### src/rtl/fma_nan_pkg.sv
package fma_nan_pkg;
  localparam int SEL_W = 2;
  typedef logic [SEL_W-1:0] sel_t;

  localparam sel_t SEL_A    = 2'd0;
  localparam sel_t SEL_B    = 2'd1;
  localparam sel_t SEL_C    = 2'd2;
  localparam sel_t SEL_DFLT = 2'd3;

  typedef enum logic [1:0] {
    MODE_ADDEND_FIRST = 2'd0,
    MODE_POLARITY     = 2'd1,
    MODE_MULT_FIRST   = 2'd2,
    MODE_OPER_ORDER   = 2'd3
  } mode_t;
endpackage

### src/rtl/fma_nan_prio.sv
// Fixed priority pick: req_i[0] is the strongest entry.
module fma_nan_prio
  import fma_nan_pkg::*;
#(
  parameter int N = 5
) (
  input  logic [N-1:0] req_i,
  input  sel_t [N-1:0] code_i,
  input  sel_t         dflt_i,
  output sel_t         sel_o
);
  always_comb begin
    sel_o = dflt_i;
    for (int i = N - 1; i >= 0; i--) begin
      if (req_i[i]) sel_o = code_i[i];
    end
  end
endmodule

### src/rtl/fma_nan_override.sv
// Infinity-times-zero handling per rule set.
module fma_nan_override
  import fma_nan_pkg::*;
(
  input  mode_t mode_i,
  input  logic  inf_zero_i,
  input  logic  c_qnan_i,
  output logic  force_dflt_o,
  output logic  force_c_o,
  output logic  invalid_o
);
  always_comb begin
    force_dflt_o = 1'b0;
    force_c_o    = 1'b0;
    unique case (mode_i)
      MODE_ADDEND_FIRST: force_dflt_o = inf_zero_i & c_qnan_i;
      MODE_POLARITY:     force_dflt_o = inf_zero_i;
      MODE_MULT_FIRST:   force_c_o    = inf_zero_i;
      default:           ;
    endcase
    invalid_o = force_dflt_o | force_c_o;
  end
endmodule

### src/rtl/fma_nan_select.sv
module fma_nan_select
  import fma_nan_pkg::*;
(
  input  logic [1:0] mode_i,
  input  logic       snan_one_i,
  input  logic       a_qnan_i,
  input  logic       a_snan_i,
  input  logic       b_qnan_i,
  input  logic       b_snan_i,
  input  logic       c_qnan_i,
  input  logic       c_snan_i,
  input  logic       inf_zero_i,
  output logic [1:0] sel_o,
  output logic       invalid_o
);
  localparam int RANK_N = 5;
  localparam int ANY_N  = 2;

  mode_t mode;
  logic  a_any, b_any, c_any;
  logic  force_dflt, force_c;
  sel_t  sel_cfirst, sel_sigfirst, sel_mult, sel_order;

  assign mode  = mode_t'(mode_i);
  assign a_any = a_qnan_i | a_snan_i;
  assign b_any = b_qnan_i | b_snan_i;
  assign c_any = c_qnan_i | c_snan_i;

  // signaling across all operands first, addend leads
  fma_nan_prio #(.N(RANK_N)) i_rank_cfirst (
    .req_i ({a_qnan_i, c_qnan_i, b_snan_i, a_snan_i, c_snan_i}),
    .code_i({SEL_A,    SEL_C,    SEL_B,    SEL_A,    SEL_C}),
    .dflt_i(SEL_B),
    .sel_o (sel_cfirst)
  );

  // signaling across all operands first, operand order
  fma_nan_prio #(.N(RANK_N)) i_rank_sigfirst (
    .req_i ({b_qnan_i, a_qnan_i, c_snan_i, b_snan_i, a_snan_i}),
    .code_i({SEL_B,    SEL_A,    SEL_C,    SEL_B,    SEL_A}),
    .dflt_i(SEL_C),
    .sel_o (sel_sigfirst)
  );

  fma_nan_prio #(.N(ANY_N)) i_rank_mult (
    .req_i ({c_any, a_any}),
    .code_i({SEL_C, SEL_A}),
    .dflt_i(SEL_B),
    .sel_o (sel_mult)
  );

  fma_nan_prio #(.N(ANY_N)) i_rank_order (
    .req_i ({b_any, a_any}),
    .code_i({SEL_B, SEL_A}),
    .dflt_i(SEL_C),
    .sel_o (sel_order)
  );

  fma_nan_override i_override (
    .mode_i      (mode),
    .inf_zero_i  (inf_zero_i),
    .c_qnan_i    (c_qnan_i),
    .force_dflt_o(force_dflt),
    .force_c_o   (force_c),
    .invalid_o   (invalid_o)
  );

  always_comb begin
    if (force_dflt) begin
      sel_o = SEL_DFLT;
    end else if (force_c) begin
      sel_o = SEL_C;
    end else begin
      unique case (mode)
        MODE_ADDEND_FIRST: sel_o = sel_cfirst;
        MODE_POLARITY:     sel_o = snan_one_i ? sel_sigfirst : sel_cfirst;
        MODE_MULT_FIRST:   sel_o = sel_mult;
        default:           sel_o = sel_order;
      endcase
    end
  end
endmodule

### config.mk
export PLATFORM = sky130hd
export DESIGN_NAME = fma_nan_select
export DESIGN_NICKNAME = d
export VERILOG_FILES = /design/src/rtl/fma_nan_pkg.sv /design/src/rtl/fma_nan_prio.sv /design/src/rtl/fma_nan_override.sv /design/src/rtl/fma_nan_select.sv
export SDC_FILE = /design/constraint.sdc
export NUM_CORES = 1
export LEC_CHECK = 0
export CAP_MARGIN = 40
export CORE_AREA = 8 8 45 47
export DETAILED_ROUTE_END_ITERATION = 8
export DIE_AREA = 0 0 53 55
export DONT_BUFFER_PORTS = 1
export PLACE_DENSITY_LB_ADDON = 0.15
export SYNTH_ARGS = -nofsm -noshare
export SYNTH_HDL_FRONTEND = slang
export SYNTH_SLANG_ARGS = --single-unit
### constraint.sdc
create_clock -name vclk -period 0.8
set_input_delay 0.16 -clock vclk [all_inputs]
set_output_delay 0.16 -clock vclk [all_outputs]
set_load 0.05 [all_outputs]
==> impl_results.md, run 1 <==
- Wire per inst: between 15 and 20 µm
- Final hold vios: 0
- Psw: 0.000104 W
- Cell Int Power: 0.0000850 W
- # setup viols final: 3
- DRC viols: 0
- Setup TNS: -0.813 ns
- Final slew viol count: 0
- Synth Cell Area: ~180 µm²
- Die ar.: approximately 3000 µm²
- Status: finished with violations
- Tightest Pin Transition: approximately 0.30 ns
- Grt total ovfl: 0
- ANT cells: 0
- Area occupied by multi-input gates: around 220 µm²
- DRT Wirelength: about 710 µm
- Fillers: ~160
- Max-capacitance violation count: 0
- Hold crit path type: input port to output port
- Yosys cell types: 18
- Nets: 42
- Synth area leader: o211ai_1
- Comb power frac: 100.0%
- Crit end category: output port
- Fraction of layout cells with a size suffix above 1: between 40 and 50%
- All-layer global routing usage: 4.96%
- Storage element area: 0 µm²
- DIE HEIGHT: between 50 and 60 µm
- VDD IR max: ~180 µV
- P per Cell Area: about 630 nW/µm²
- Yosys warnings: 0
- Setup CP Type: input port to output port
- Final core utilization: 21.9%
- Seq Cell Count: 0
- Data arrival time of the worst path: approximately 0.94 ns
- Worst EP required: about 0.64 ns
- Worst path buffer plus inverter count: 1
- Max FO, Critical Path: 4
- Peak Freq: between 0.9 and 1 GHz
- DRT iter0 DRCs: 7
- Sequential area share after synthesis: 0%
- Vias: ~230
- Top cell type's share of synthesized area: under 10%
- First-pass GRT wire length: around 1.2 mm
- Placer Congestion: 0.750
- Cell family with most CP delay: compound AO/OA/AOI/OAI gates
- Final min period: 1.10 ns
- RSZ-0062 raised after global routing: true
- # clk buffers: 0
- Largest net degree at the start of global routing: 10
- Initial antenna violation count: 0
- Top cells by area, synth: o211ai_1, o21a_1, o31ai_1
- Routed vias/inst: around 5
- Leak: 0.0995 nW
- Die Wd: around 53 µm
- Syn_area_per_cell: 6.88 µm²
- Drt pass-1 iters: 4
- Post-Place Worst Slack: -0.349 ns
- Final Cycle Share: 137%
- Worst path slowest cell: or2_4
- Core Area: 1380 µm²
- Syn Nets: 36
- Ports: 13
- Area growth syn-to-layout: 69.2%
- Critical-path cell list: or2_4, a32oi_2, o31ai_4, buf_12
- Failing checks: setup timing
- IO buf count: 0
- Routed Antenna Nets: 0
- Hold buffers post-CTS: 0
- CP peak stage delay: roughly 0.26 ns
- Startpoint Class: input port
- Sequential Power Share: 0%
- Overall power: 0.000189 W
- Fin cells: 46
- PnR worst setup slack: -0.297 ns
- Initial Utilization: about an eighth
- Row cnt: 14
- Clock share of power: 0%
- Vias in the first global route: 219
- Placed cells: 45
- Max-slew headroom: 79.8%
- Synth Instances: 26
- Sw Share: roughly 55%
[cell usage after synthesis, drive strengths merged]
cell / n
nand3b: 1
inv: 3
o21ai: 2
nand2: 2
a211oi: 1
o211ai: 3
o221ai: 1
nor3: 1
nor2b: 1
o31ai: 2
and4bb: 1
or2: 1
a21boi: 1
o21a: 2
a32oi: 1
nor3b: 1
nor2: 2
[layout by cell type, fill, tap and decap left out]
master / Yosys / routed
and4bb_1: 1 / 1
a211oi_1: 1 / 1
o221ai_2: 0 / 1
buf_12: 0 / 1
inv_6: 0 / 1
nor3b_2: 0 / 1
buf_4: 0 / 2
o211ai_1: 2 / 2
o31ai_4: 0 / 1
buf_6: 0 / 1
nor2b_1: 1 / 1
o21ai_0: 2 / 2
nor3_4: 0 / 1
or2_4: 1 / 1
nand3b_1: 1 / 1
inv_1: 3 / 2
nand2_1: 2 / 2
o21a_1: 2 / 2
o31ai_2: 0 / 1
a21boi_0: 1 / 1
a32oi_2: 0 / 1
o211ai_4: 0 / 1
nor2_1: 2 / 2
[stage by stage]
| step | hold slack (ns) | instance area [µm²] |
|---|---|---|
| finish | 0.623 | 303 |
| global route | 0.641 | 303 |
| CTS | 0.538 | 284 |
| detailed placement | 0.555 | 259 |
| global placement | 0.551 | 259 |
| floorplan | 0.463 | 204 |
[metal layers]
metal / global-route usage, % / wire (µm) / share of wire [%] / vias up
li1: - / - / - / 111
met4: 0.862 / 0 / 0 / 0
met2: 9.38 / 396 / 56 / 7
met1: 5.45 / 259 / 36 / 113
met5: 0 / 0 / 0 / -
met3: 1.34 / 57 / 8.0 / 0
[logic make-up (layout without fill, tap and decap cells)]
group                  count (synthesis)  after routing  share of synthesized area (%)
buffers and inverters                  3              7                           6.29
AO/OA/AOI/OAI                         13             13                           55.9
AND/OR/NAND/NOR                       10             10                           37.8
[power by group through the flow]
stage | Combinational, W | Sequential, W | Clock, W
after floorplan | 0.000124 | 0 | 0
after global placement | 0.000172 | 0 | 0
after detailed placement | 0.000170 | 0 | 0
after CTS | 0.000183 | 0 | 0
after global routing | 0.000201 | 0 | 0
final | 0.000189 | 0 | 0
[area by class of cell]
cell class         count  share of cell area (%)
repair buffers         4                    15.3
multi-input cells     23                    72.7
well taps             16                    6.61
inverters              3                    5.37
[final timing paths]
check	slack, ns	from	to	cells after the start
setup / recovery	-0.30	c_qnan_i	sel_o[0]	4
hold / removal	0.62	inf_zero_i	invalid_o	4
[what timing repair did]
| item | 4_1_cts | 5_1_grt |
|---|---|---|
| buffers inserted | 0 | 1 |
| pin swaps | 3 | 3 |
| gates resized for setup | 5 | 2 |
| setup endpoints to repair | 3 | 3 |
Power figures use the tool's default switching activity.
==> run 2: changes to the inputs <==
--- a/config.mk
+++ b/config.mk
@@ -10,7 +10,6 @@
 export DETAILED_ROUTE_END_ITERATION = 8
 export DIE_AREA = 0 0 53 55
 export DONT_BUFFER_PORTS = 1
-export PLACE_DENSITY_LB_ADDON = 0.15
 export SYNTH_ARGS = -nofsm -noshare
 export SYNTH_HDL_FRONTEND = slang
 export SYNTH_SLANG_ARGS = --single-unit
==> run 2 against run 1 <==
The flow still finishes with violations (setup timing). Maximum frequency about the same. Flip-flop and latch count is the same. Power down 2.0%. Utilization shrank 0.54 points. Wire length is 6.0% lower. Critical path type unchanged. Count of clock-buffer cells in the layout unchanged. Final area decreased by 2.5%. Largest cell class unchanged.
==> impl_results.md, run 2 (synthesized netlist as in run 1, its figures left out) <==
- Status: finished with violations
- Failing checks: setup timing
- Initial Utilization: 12.9% (unchanged)
- Die Wd: 53 µm (unchanged)
- Core Area: 1380 µm² (unchanged)
- Final hold vios: 0 (unchanged)
- DRC viols: 0 (unchanged)
- Peak Freq: 0.911 GHz (about the same)
- RSZ-0062 raised after global routing: true
- Placer Congestion: 0.726 (-3.2%)
- Post-CTS repair timing setup buffer count: 0 (unchanged)
- Data arrival time of the worst path: 0.94 ns (about the same)
- Ports: 13 (unchanged)
- Wire per inst: 14.9 µm (-3.9%)
- DIE HEIGHT: 55 µm (unchanged)
- First-pass GRT wire length: 1.09 mm (-5.4%)
- VDD IR max: 96.2 µV (-47%)
- IO buf count: 0 (unchanged)
- Area growth syn-to-layout: 65.0%
- # clk buffers: 0 (unchanged)
- Die ar.: 2920 µm² (unchanged)
- Seq Cell Count: 0 (unchanged)
- Setup CP Type: input port to output port
- Max-capacitance violation count: 0 (unchanged)
- Startpoint Class: input port
- Largest net degree at the start of global routing: 10 (unchanged)
- ANT cells: 0 (unchanged)
- DRT Wirelength: 670 µm (-6.0%)
- Tightest Pin Transition: 0.401 ns (+0.0993 ns)
- Vias in the first global route: 226 (+3.2%)
- Initial antenna violation count: 0 (unchanged)
- Routed Antenna Nets: 0 (unchanged)
- Fraction of layout cells with a size suffix above 1: 34.5% (-8.9 points)
- Final core utilization: 21.3% (-0.54 points)
- Nets: 41 (-2.4%)
- Row cnt: 14 (unchanged)
- Post-Place Worst Slack: -0.356 ns (-0.00701 ns)
- Max-slew headroom: 73.0% (-6.7 points)
- Hold crit path type: input port to output port
- Storage element area: 0 µm² (unchanged)
- Grt total ovfl: 0 (unchanged)
- Final min period: 1.10 ns (+0.000627 ns)
- DRT iter0 DRCs: 1 (-6)
- Max FO, Critical Path: 4 (unchanged)
- Leak: 0.0924 nW (-7.1%)
- Overall power: 0.000186 W (-2.0%)
- Worst EP required: 0.64 ns (about the same)
- Crit end category: output port
- Final Cycle Share: 137% (about the same)
- # setup viols final: 3 (unchanged)
- Hold Slack: 0.532 ns (-0.0909 ns)
- P per Cell Area: 628 nW/µm² (+0.45%)
- Hold buffers post-CTS: 0 (unchanged)
- Routed vias/inst: 4.93 (-1.8%)
- Final slew viol count: 0 (unchanged)
- PnR worst setup slack: -0.298 ns (-0.000627 ns)
- All-layer global routing usage: 4.63% (-0.33 points)
- Drt pass-1 iters: 2 (-2)
- HPWL Detailed: ~570 µm
- Vias: 222 (-3.9%)
[run 2: routing by layer]
metal  vias to the layer above  wire, µm  GRT usage [%]  share of wire, %
li1                        109         -              -                 -
met1                       106       236           5.13                35
met2                         7       335           8.20                50
met3                         0        98           2.41                15
met4                         0         0              0                 0
met5                         -         0              0                 0
[run 2: path summary, 6_finish.rpt]
path | cells after the start | from | slack [ns] | endpoint
setup / recovery | 4 | c_qnan_i | -0.30 | sel_o[0]
hold / removal | 3 | inf_zero_i | 0.53 | invalid_o
[run 2: power breakdown]
part	switching [W]	internal, W	leakage (nW)
registers	0	0	0
logic	0.000103	0.0000827	0.0924
clock network	0	0	0
total	0.000103	0.0000827	0.0924
[run 2: worst max-delay path: stages]
cell	delay, ns
or2_4	0.26
a32oi_4	0.24
o31ai_4	0.11
buf_12	0.16
[run 2: per-stage QoR]
stage	TNS, ns	area, µm²	cells
after floorplan	-1.05	204	26
after global placement	-0.777	259	45
after detailed placement	-0.792	259	45
after CTS	-0.690	278	45
after global routing	-0.805	295	45
final	-0.702	295	45
[run 2: area by class of cell]
class              instances  area (µm²)
well taps                 16        20.0
multi-input cells         23         220
fillers                  151        1090
inverters                  3        16.3
repair buffers             3        38.8
[run 2: repair_timing]
action / CTS / global route
pin swaps: 3 / 0
gates cloned: 0 / 0
endpoints found under the setup margin: 3 / 3
endpoints found under the hold margin: 0 / 0
resized for setup: 4 / 2
==> run 3: changes to the inputs <==
--- a/config.mk
+++ b/config.mk
@@ -6,10 +6,14 @@
 export NUM_CORES = 1
 export LEC_CHECK = 0
 export CAP_MARGIN = 40
+export CELL_PAD_IN_SITES_DETAIL_PLACEMENT = 1
+export CELL_PAD_IN_SITES_GLOBAL_PLACEMENT = 2
 export CORE_AREA = 8 8 45 47
 export DETAILED_ROUTE_END_ITERATION = 8
 export DIE_AREA = 0 0 53 55
 export DONT_BUFFER_PORTS = 1
+export MAX_ROUTING_LAYER = met4
+export PLACE_DENSITY_LB_ADDON = 0.1
 export SYNTH_ARGS = -nofsm -noshare
 export SYNTH_HDL_FRONTEND = slang
 export SYNTH_SLANG_ARGS = --single-unit
==> run 3 against run 2 <==
Final area down 3.8%. Non-clock buffer count up 1. Count of clock-buffer cells in the layout unchanged. Utilization down 0.81 points. Power down 1.3%. First-iteration DRC count unchanged. Die area unchanged. The run still ends with setup timing left. Combinational power about the same.
==> impl_results.md, run 3 (synthesized netlist as in run 1, its figures left out) <==
- Final Cycle Share: 145% (+8.1 points)
- Die ar.: 2920 µm² (unchanged)
- Wire per inst: 17.0 µm (+14%)
- Worst Hold End: invalid_o
- RSZ-0062 raised after global routing: true
- DRT iter0 DRCs: 1 (unchanged)
- Die Wd: 53 µm (unchanged)
- Initial antenna violation count: 0 (unchanged)
- Leak: 0.0957 nW (+3.6%)
- Routed vias/inst: 4.83 (-2.2%)
- P per Cell Area: 645 nW/µm² (+2.7%)
- Vias: 222 (unchanged)
- # clk buffers: 0 (unchanged)
- Min-delay src: inf_zero_i
- Hold crit path type: input port to output port
- # setup viols final: 3 (unchanged)
- Storage element area: 0 µm² (unchanged)
- ANT cells: 0 (unchanged)
- Data arrival time of the worst path: 1.00 ns (+0.06 ns)
- Max-slew headroom: 70.1% (-2.9 points)
- Tightest Pin Transition: 0.445 ns (+0.0435 ns)
- VDD IR max: 222 µV (+130%)
- PnR worst setup slack: -0.363 ns (-0.0647 ns)
- Final core utilization: 20.5% (-0.81 points)
- Post-DP Area: 267 µm² (+2.9%)
- Max-capacitance violation count: 0 (unchanged)
- All-layer global routing usage: 5.79% (+1.2 points)
- Startpoint Class: input port
- Row cnt: 14 (unchanged)
- Status: finished with violations
- Core Area: 1380 µm² (unchanged)
- WHS Path Cells: 3 (unchanged)
- Grt total ovfl: 0 (unchanged)
- Largest net degree at the start of global routing: 10 (unchanged)
- Final min period: 1.16 ns (+0.0647 ns)
- First-pass GRT wire length: 1.29 mm (+18%)
- Max FO, Critical Path: 9 (+5)
- Seq Cell Count: 0 (unchanged)
- IO buf count: 0 (unchanged)
- Fraction of layout cells with a size suffix above 1: 33.3% (-1.1 points)
- Placer Congestion: 0.676 (-6.9%)
- Peak Freq: 0.860 GHz (-5.6%)
- Worst EP required: 0.64 ns (about the same)
- Crit end category: output port
- Final hold vios: 0 (unchanged)
- Setup CP Type: input port to output port
- Nets: 42 (+2.4%)
- Hold buffers post-CTS: 0 (unchanged)
- Final slew viol count: 0 (unchanged)
- Drt pass-1 iters: 3 (+1)
- Ports: 13 (unchanged)
- Area growth syn-to-layout: 58.7%
- Routed Antenna Nets: 0 (unchanged)
- DRT Wirelength: 783 µm (+17%)
- Initial Utilization: 12.9% (unchanged)
- Final instance area: 284 µm² (-3.8%)
- Failing checks: setup timing
- DIE HEIGHT: 55 µm (unchanged)
- Vias in the first global route: 259 (+15%)
- DRC viols: 0 (unchanged)
-- run 3: worst max-delay path: stages --
cell and delay (ns):
or2_4 0.24, buf_6 0.12, o211ai_4 0.15, o211ai_1 0.12, buf_4 0.21
-- run 3: worst max-delay path by stage --
| stage | from | to | slack [ns] |
|---|---|---|---|
| finish | mode_i[0] | sel_o[1] | -0.36 |
| CTS | mode_i[0] | sel_o[1] | -0.37 |
| global placement | mode_i[0] | sel_o[1] | -0.36 |
| detailed placement | mode_i[0] | sel_o[1] | -0.38 |
| floorplan | a_qnan_i | sel_o[1] | -0.60 |
| global route | mode_i[0] | sel_o[1] | -0.43 |
-- run 3: area by class of cell --
| class | instances | area [µm²] |
|---|---|---|
| fill | 170 | 1100 |
| tap | 16 | 20.0 |
| inverter | 3 | 18.8 |
| multi-input combinational | 23 | 195 |
| timing repair buffer | 4 | 50.0 |
-- run 3: power breakdown --
part           internal (W)  switching, W  leakage (nW)  total [W]
registers                 0             0             0          0
clock network             0             0             0          0
logic             0.0000807      0.000103        0.0957   0.000183
total             0.0000807      0.000103        0.0957   0.000183
-- run 3: repair_timing --
| action | 4_1_cts | 5_1_grt |
|---|---|---|
| pin swaps | 0 | 1 |
| resized for setup | 6 | 0 |
| endpoints found under the setup margin | 3 | 3 |
| buffers inserted | 1 | 0 |
-- run 3: per-layer routing --
metal  global-route usage (%)  routed length [µm]  vias up
li1                         -                   -      113
met3                     3.48                 149        0
met1                     5.60                 245       98
met5                        -                   0        -
met4                        0                   0        0
met2                     10.4                 388       11
-- run 3: stage by stage --
stage	setup TNS, ns	setup slack [ns]	instances	hold slack (ns)	power [W]
floorplan	-1.05	-0.597	26	0.463	0.000124
global placement	-0.975	-0.359	46	0.557	0.000176
detailed placement	-0.997	-0.380	46	0.557	0.000175
CTS	-1.04	-0.372	47	0.615	0.000193
global route	-1.06	-0.428	46	0.550	0.000194
finish	-0.946	-0.363	46	0.536	0.000183
